### config.mk
export PLATFORM = sky130hd
export DESIGN_NAME = serirq_slot_tx
export DESIGN_NICKNAME = d
export VERILOG_FILES = /design/src/rtl/serirq_pkg.sv /design/src/rtl/serirq_start_detect.sv /design/src/rtl/serirq_slot_seq.sv /design/src/rtl/serirq_req_track.sv /design/src/rtl/serirq_slot_tx.sv
export SDC_FILE = /design/constraint.sdc
export NUM_CORES = 1
export LEC_CHECK = 0
export BUFFER_PORTS_ARGS = -buffer_cell sky130_fd_sc_hd__buf_2
export CAP_MARGIN = 25
export CORE_AREA = 4 4 70 72
export DETAILED_ROUTE_END_ITERATION = 8
export DIE_AREA = 0 0 74 76
export GPL_ROUTABILITY_DRIVEN = 1
export HOLD_SLACK_MARGIN = 0.15
export PLACE_DENSITY = 0.54
export SLEW_MARGIN = 10
export SYNTH_ARGS = -nofsm -noshare
export SYNTH_HDL_FRONTEND = slang
export SYNTH_SLANG_ARGS = --single-unit
export TNS_END_PERCENT = 10
### constraint.sdc
create_clock -name clk -period 3.85 [get_ports clk]
set_clock_uncertainty 0.2 [all_clocks]
set_input_delay 0.1925 -clock clk [delete_from_list [all_inputs] [get_ports clk]]
set_output_delay 0.1925 -clock clk [all_outputs]
set_load 0.005 [all_outputs]
### src/rtl/serirq_pkg.sv
package serirq_pkg;

    typedef enum logic [1:0] {
        ST_IDLE  = 2'd0,
        ST_SLOTS = 2'd1,
        ST_STOP  = 2'd2
    } sq_state_e;

endpackage

### src/rtl/serirq_start_detect.sv
module serirq_start_detect #(
    parameter int MIN_LOW = 4,
    parameter int MAX_LOW = 8
) (
    input  logic clk,
    input  logic rst_n,
    input  logic line_in,
    output logic start_hit
);
    localparam int CW = $clog2(MAX_LOW + 2);
    localparam logic [CW-1:0] CAP = CW'(MAX_LOW + 1);

    logic [CW-1:0] run_d, run_q;

    always_comb begin
        if (line_in)
            run_d = '0;
        else if (run_q == CAP)
            run_d = CAP;
        else
            run_d = run_q + CW'(1);
    end

    // a high sample closes a low run of legal length
    assign start_hit = line_in && (run_q >= CW'(MIN_LOW)) && (run_q <= CW'(MAX_LOW));

    always_ff @(posedge clk or negedge rst_n) begin
        if (!rst_n) run_q <= '0;
        else        run_q <= run_d;
    end
endmodule

### src/rtl/serirq_slot_seq.sv
module serirq_slot_seq #(
    parameter int NUM_SLOTS = 16,
    parameter int SLOT_LEN  = 3
) (
    input  logic                         clk,
    input  logic                         rst_n,
    input  logic                         clear,
    input  logic                         run,
    output logic [$clog2(NUM_SLOTS)-1:0] slot,
    output logic [$clog2(SLOT_LEN)-1:0]  phase,
    output logic                         last
);
    localparam int SW = $clog2(NUM_SLOTS);
    localparam int PW = $clog2(SLOT_LEN);

    typedef struct packed {
        logic [SW-1:0] slot;
        logic [PW-1:0] phase;
    } seq_t;

    seq_t s_d, s_q;
    logic phase_end;

    assign phase_end = (s_q.phase == PW'(SLOT_LEN - 1));
    assign last      = phase_end && (s_q.slot == SW'(NUM_SLOTS - 1));

    always_comb begin
        s_d = s_q;
        if (clear) begin
            s_d = '0;
        end else if (run) begin
            if (phase_end) begin
                s_d.phase = '0;
                s_d.slot  = s_q.slot + SW'(1);
            end else begin
                s_d.phase = s_q.phase + PW'(1);
            end
        end
    end

    always_ff @(posedge clk or negedge rst_n) begin
        if (!rst_n) s_q <= '0;
        else        s_q <= s_d;
    end

    assign slot  = s_q.slot;
    assign phase = s_q.phase;
endmodule

### src/rtl/serirq_req_track.sv
module serirq_req_track #(
    parameter int NUM_SLOTS = 16
) (
    input  logic                 clk,
    input  logic                 rst_n,
    input  logic [NUM_SLOTS-1:0] req,
    input  logic                 capture,
    output logic [NUM_SLOTS-1:0] req_eff,
    output logic                 pending
);
    // slot 0 carries no request: edge-type numbers start at 1
    localparam logic [NUM_SLOTS-1:0] KEEP = ~NUM_SLOTS'(1);

    logic [NUM_SLOTS-1:0] snap_d, snap_q;

    assign req_eff = req & KEEP;
    assign pending = (req_eff != snap_q);

    always_comb begin
        snap_d = snap_q;
        if (capture) snap_d = req_eff;
    end

    always_ff @(posedge clk or negedge rst_n) begin
        if (!rst_n) snap_q <= '0;
        else        snap_q <= snap_d;
    end
endmodule

### src/rtl/serirq_slot_tx.sv
module serirq_slot_tx
    import serirq_pkg::*;
#(
    parameter int NUM_SLOTS = 16,
    parameter int SLOT_LEN  = 3,
    parameter int MIN_LOW   = 4,
    parameter int MAX_LOW   = 8
) (
    input  logic                 clk,
    input  logic                 rst_n,
    input  logic                 quiet_mode,
    input  logic                 line_in,
    input  logic [NUM_SLOTS-1:0] irq_req,
    output logic                 drive_low
);
    localparam int SW = $clog2(NUM_SLOTS);
    localparam int PW = $clog2(SLOT_LEN);

    typedef struct packed {
        sq_state_e state;
        logic      armed;
        logic      saw_low;
        logic      drive;
    } ctl_t;

    ctl_t c_d, c_q;

    logic                 start_hit;
    logic                 seq_clear, seq_run, seq_last;
    logic [SW-1:0]        cur_slot, nxt_slot;
    logic [PW-1:0]        cur_phase;
    logic                 capture, pending;
    logic [NUM_SLOTS-1:0] req_eff;
    sq_state_e            cur_state;
    logic                 armed_q;

    serirq_start_detect #(.MIN_LOW(MIN_LOW), .MAX_LOW(MAX_LOW)) u_det (
        .clk(clk), .rst_n(rst_n), .line_in(line_in), .start_hit(start_hit)
    );

    serirq_slot_seq #(.NUM_SLOTS(NUM_SLOTS), .SLOT_LEN(SLOT_LEN)) u_seq (
        .clk(clk), .rst_n(rst_n), .clear(seq_clear), .run(seq_run),
        .slot(cur_slot), .phase(cur_phase), .last(seq_last)
    );

    serirq_req_track #(.NUM_SLOTS(NUM_SLOTS)) u_trk (
        .clk(clk), .rst_n(rst_n), .req(irq_req), .capture(capture),
        .req_eff(req_eff), .pending(pending)
    );

    assign nxt_slot = cur_slot + SW'(1);

    always_comb begin
        c_d       = c_q;
        c_d.drive = 1'b0;
        seq_clear = 1'b0;
        seq_run   = 1'b0;
        capture   = 1'b0;
        case (c_q.state)
            ST_IDLE: begin
                if (start_hit) begin
                    c_d.state = ST_SLOTS;
                    c_d.armed = 1'b1;
                    seq_clear = 1'b1;
                    capture   = 1'b1;
                    c_d.drive = req_eff[0];
                end else if (quiet_mode && c_q.armed && line_in && !c_q.drive && pending) begin
                    c_d.drive = 1'b1;
                end
            end
            ST_SLOTS: begin
                seq_run = 1'b1;
                if (seq_last) begin
                    c_d.state   = ST_STOP;
                    c_d.saw_low = 1'b0;
                end else if (cur_phase == PW'(SLOT_LEN - 1)) begin
                    // entering the sample phase of the next slot
                    c_d.drive = c_q.armed && req_eff[nxt_slot];
                end
            end
            ST_STOP: begin
                if (!line_in)
                    c_d.saw_low = 1'b1;
                else if (c_q.saw_low)
                    c_d.state = ST_IDLE;
            end
            default: c_d.state = ST_IDLE;
        endcase
    end

    always_ff @(posedge clk or negedge rst_n) begin
        if (!rst_n) begin
            c_q.state   <= ST_IDLE;
            c_q.armed   <= 1'b0;
            c_q.saw_low <= 1'b0;
            c_q.drive   <= 1'b0;
        end else begin
            c_q <= c_d;
        end
    end

    assign drive_low = c_q.drive;
    assign cur_state = c_q.state;
    assign armed_q   = c_q.armed;
endmodule

# ---- Yosys cells after proc, flatten, opt, wreduce, memory -nomap -nowiden
# Index checks and enable logic that the tools add are counted.
dict set report word_totals {
  out_inout_bits 1
  input_bits 20
  word_cells 66
  ff_bits 30
}
dict set report op_classes {
  n_reduce_logical 17
  add_sub_neg 3
  muxes 24
  n_eq_ne 11
  magnitude_cmp 3
}
# cell n
set op_table {}
lappend op_table {{$ne A15 B15 Y1} 1}
lappend op_table {{$mux W4} 3}
lappend op_table {{$mux W6} 2}
lappend op_table {{$mux W1} 10}
lappend op_table {{$ne A2 B2 Y1 const B} 5}
lappend op_table {{$add A4 B1 Y4 const B} 2}
lappend op_table {{$eq A4 B4 Y1 const B} 2}
lappend op_table {{$logic_and A1 B1 Y1} 8}
lappend op_table {{$mux W2} 4}
lappend op_table {{$pmux W2 S3} 1}
lappend op_table {{$reduce_bool A2 Y1} 3}
lappend op_table {{$lt A4 B5 Y1 const B} 1}
lappend op_table {{$bmux W1 S4} 1}
lappend op_table {{$eq A2 B2 Y1 const B} 2}
lappend op_table {{$ge A4 B3 Y1 const B} 1}
lappend op_table {{$le A4 B4 Y1 const B} 1}
lappend op_table {{$pmux W1 S2} 2}
lappend op_table {{$reduce_and A2 Y1} 2}
lappend op_table {{$reduce_and A4 Y1} 1}
lappend op_table {{$mux W3} 1}
lappend op_table {{$reduce_and A3 Y1} 1}
lappend op_table {{$add A2 B1 Y2 const B} 1}
lappend op_table {{$eq A2 B1 Y1 const B} 1}
lappend op_table {{$logic_not A2 Y1} 1}
lappend op_table {{$logic_not A1 Y1} 1}

# ---- Depth between registers and ports, before layout
dict set report depth {
  ltp_word 7
  mapped_depth 7
  ltp_nobuf 6
}

# ---- Cells and area by module
# From an unflattened synthesis, not the netlist that was laid out.
dict set report hier_totals {
  cells_unflattened 152
  area_unflattened_um2 1811.7
}
# mod instances seq_area_each_um2 cells_per_inst area_each_um2
set modules_own_cells {}
lappend modules_own_cells {serirq_req_track 1 375.4 69 898.4}
lappend modules_own_cells {serirq_slot_tx 1 125.1 37 414.1}
lappend modules_own_cells {serirq_slot_seq 1 150.1 27 300.3}
lappend modules_own_cells {serirq_start_detect 1 100.1 19 198.9}

# ---- Worst setup path after synthesis
# OpenSTA, ideal clock, no wires.
dict set report synth_timing {
  kind {reg2reg}
  startpoint {register u_seq.s_q (netlist bit u_seq.slot[0])}
  endpoint {register c_q (netlist bit drive_low)}
  n_path_buf 1
  arrival_ns 1.506
  required_ns 3.530
  synth_period_minus_slack_ns 1.825
  setup_ns 0.120
  setup_slack_ns 2.025
  path_stages_with_launch 6
  path_cell_list {dfrtp_1 > clkbuf_1 > mux4_2 > mux2i_1 > o22ai_1 > a31o_1}
}
# element line_no
set synth_lines {}
lappend synth_lines {{start, declared} serirq_slot_seq.sv:21} ;# seq_t s_d, s_q;
lappend synth_lines {{start signal, assigned} serirq_slot_seq.sv:42} ;# if (!rst_n) s_q <= '0;
lappend synth_lines {{start signal, assigned} serirq_slot_seq.sv:43} ;# else s_q <= s_d;
lappend synth_lines {{end, declared} serirq_slot_tx.sv:26} ;# ctl_t c_d, c_q;

==> results.py <==
metrics = {
    "critical_path": {
        "r2r-start": "u_seq.slot[0]",
        "crit_arrival_ps": 2050,
        "crit_end": "drive_low",
        "crit_slowest_cell": "dfrtp_1",
        "criticalPathCategory": "register to register",
        "endpoint_kind": "register",
        "crit_path_start_kind": "register",
        "r2r_end": "drive_low",
        "worstRegToRegCells": 5,
        "cp_max_fo": 9,
        "critPathLaunch": "u_seq.slot[0]",
        "cp.required_ps": 3810,
        "worstPathCellList": "ha_1, xor2_2, mux2i_1, a311oi_1, a31o_1",
        "r2r_slack_ps": 1760,
        "max_stage_delay_ps": 540,
    },
    "detailed_routing": {
        "wire_per_inst_um": 13.01,
        "drc_errors": 0,
        "drtPass1Iterations": 4,
        "drt_wl_total_mm": 3.292,
        "postRouteAntennaNets": 0,
        "dr.first_iter.drc_count": 38,
        "routed_via_density": 4.933,
        "vias": 1248,
    },
    "sta": {
        "rsz0062_at_grt": "no",
        "setup_viol": 0,
        "max_slew.worst_pin.slew_ps": 735.7,
        "finalCritPeriodShare_pct": 54.19,
        "relSlewSlack_pct": 50.79,
        "drv_slew": 0,
        "setup_tns_ps": 0,
        "holdWs_ps": 293.8,
        "hold_violations": 0,
        "fin_ws_ps": 1764,
        "min_period_ps": 2086,
        "fmax_ghz": 0.4794,
    },
    "floorplan": {
        "die_area_um2": 5624,
        "die_h_um": 76,
        "num_rows": 24,
        "die_w_um": 74,
        "ios": 21,
        "initial_core_util_pct": 37.73,
        "coreArea_um2": 4294,
    },
    "clock_network": {
        "htreeDepth": 2,
        "clkTransAtPathRegs_ps": 60,
        "post_cts_resized": 0,
        "cts_buffer_depth": 2,
        "cts_hold_buf": 17,
        "clock-sinks": 30,
        "root_buffer": "clkbuf_8",
        "cts_buffers": 5,
        "cts_tree": "yes",
        "clk_latency_ps": 270,
        "post-cts-setup-buffers": 0,
    },
    "grt": {
        "antenna_found_initial": 0,
        "grt_pass1_wl_mm": 5.802,
        "grt_pass1_vias": 1230,
        "grt_max_degree": 31,
        "track_usage_pct": 13.30,
        "overflow": 0,
    },
    "yosys": {
        "synth_ff_type": "dfrtp_1",
        "synth-edff-count": 0,
        "yosysTopAreaCell": "dfrtp_1",
        "synth_fp_nets": 186,
        "synth.avg_cell_area_um2": 9.820,
        "syn_inst": 165,
        "synth-seq-area-share_pct": 46.33,
        "synth-seq-cells": 30,
        "ys_warn_count": 0,
        "syn_area_um2": 1620,
        "synthArstFlopShare_pct": 100.0,
        "synth_cell_type_count": 38,
        "synth_most_common_cell": "nand2_1",
        "synth_area_leaders": "dfrtp_1, nand2_1, xnor2_1",
        "post-synth-top-area-fraction_pct": 46.33,
        "ys_top_cells_by_count": "nand2_1, dfrtp_1, xnor2_1, nor2_1",
    },
    "final_layout": {
        "nets": 223,
        "multi_input_area_um2": 812.0,
        "diodes": 0,
        "area_delta_synth_final_pct": 23.09,
        "fillers": 417,
        "layout-drive-gt1-share_pct": 16.92,
        "final-seq-area_um2": 750.7,
        "fin_cells": 253,
    },
    "power_and_ir_drop": {
        "p_int_mw": 0.8240,
        "p_comb_share_pct": 37.1,
        "vdd_drop_max_v": 0.0002988,
        "power_switching_mw": 0.4375,
        "power_frac_clock_pct": 19.3,
        "p_leak_nw": 0.9016,
        "power_density_nw_per_um2": 632.5,
        "finalPower_mw": 1.262,
        "seqPwrFrac_pct": 43.6,
        "netSwitchingFraction_pct": 34.68,
    },
    "placed_design": {
        "dp_slack_ps": 1770,
        "gp_congestion": 0.7589,
        "io_buffer_count": 19,
        "hpwl_mm": 2.320,
        "dpl.cell_count": 230,
    },
    "status": {
        "status": "finished, final reports clean",
    },
    "run": {
        "drv_cap": 0,
    },
    "worst_hold_path": {
        "hold_path_class": "input port to asynchronous set/reset pin",
    },
}
-- power groups by stage --
stage	combinational (mW)	sequential (mW)	clock [mW]
final	0.468	0.550	0.244
after global placement	0.449	0.550	0
after CTS	0.475	0.551	0.252
after detailed placement	0.456	0.557	0
after global routing	0.523	0.571	0.270
after floorplan	0.381	0.520	0
-- routing by layer --
metal / vias up / GRT usage, % / routed length, um
li1: 619 / - / -
met1: 593 / 18.19 / 1561
met5: - / 0 / 0
met3: 9 / 4.222 / 154
met2: 27 / 19.50 / 1492
met4: 0 / 4.891 / 84
-- area by class of cell --
cell class	count	share of cell area (%)
sequential	30	37.64
clock buffer	6	4.141
tap	52	3.262
multi-input combinational	125	40.72
inverter	3	0.5646
timing repair buffer	37	13.68
-- cell usage in the layout, fill, tap and decap left out, types with 2 or more instances in the layout --
cell type / n
nand2_1: 49
dfrtp_1: 30
buf_2: 19
xnor2_1: 18
dlygate4sd3_1: 17
nor2_1: 8
mux2i_1: 6
nand3_1: 6
clkbuf_8: 6
nand4_1: 4
inv_1: 3
nand2b_1: 3
xor2_1: 3
a21oi_1: 2
nand3b_1: 2
nor4b_1: 2
mux4_2: 2
-- flip-flops by register name, summed over array words and instances (netlist names) --
register and cells:
u_trk.snap_q 15, u_seq.slot 4, c_q 1, cur_state 2, drive_low 1, u_seq.phase 2, armed_q 1, u_det.run_q 4
-- critical path, delay by kind of cell (launching register included) --
family,cells,cell delay [ps]
fa+ha+maj,1,300
mux,1,240
compound gates,2,360
flops,1,540
xor+xnor,1,340
-- metrics by stage --
step	cell area, um^2	utilization [%]
final	1994	46.45
after global routing	1994	46.45
after CTS	1994	46.45
after detailed placement	1742	40.56
after global placement	1742	40.56
after floorplan	1620	-
-- worst min path at each step --
stage	slack [ps]	depth (start not counted)	endpoint	from
6_report	290	2	u_det.run_q[3]	rst_n
4_1_cts	300	1	armed_q	armed_q
2_1_floorplan	-300	0	armed_q	rst_n
5_1_grt	310	2	u_trk.snap_q[4]	u_trk.snap_q[4]
3_5_place_dp	80	1	cur_state[1]	rst_n
3_3_place_gp	70	1	u_det.run_q[3]	rst_n
-- cell families after synthesis --
group | share of synthesized area (%)
mux | 7.181
flops | 46.33
simple gates | 24.79
compound gates | 5.020
fa+ha+maj | 0.7721
xor+xnor | 12.36
buf+inv | 3.551
Note: power is estimated with default switching activity, not from simulation.
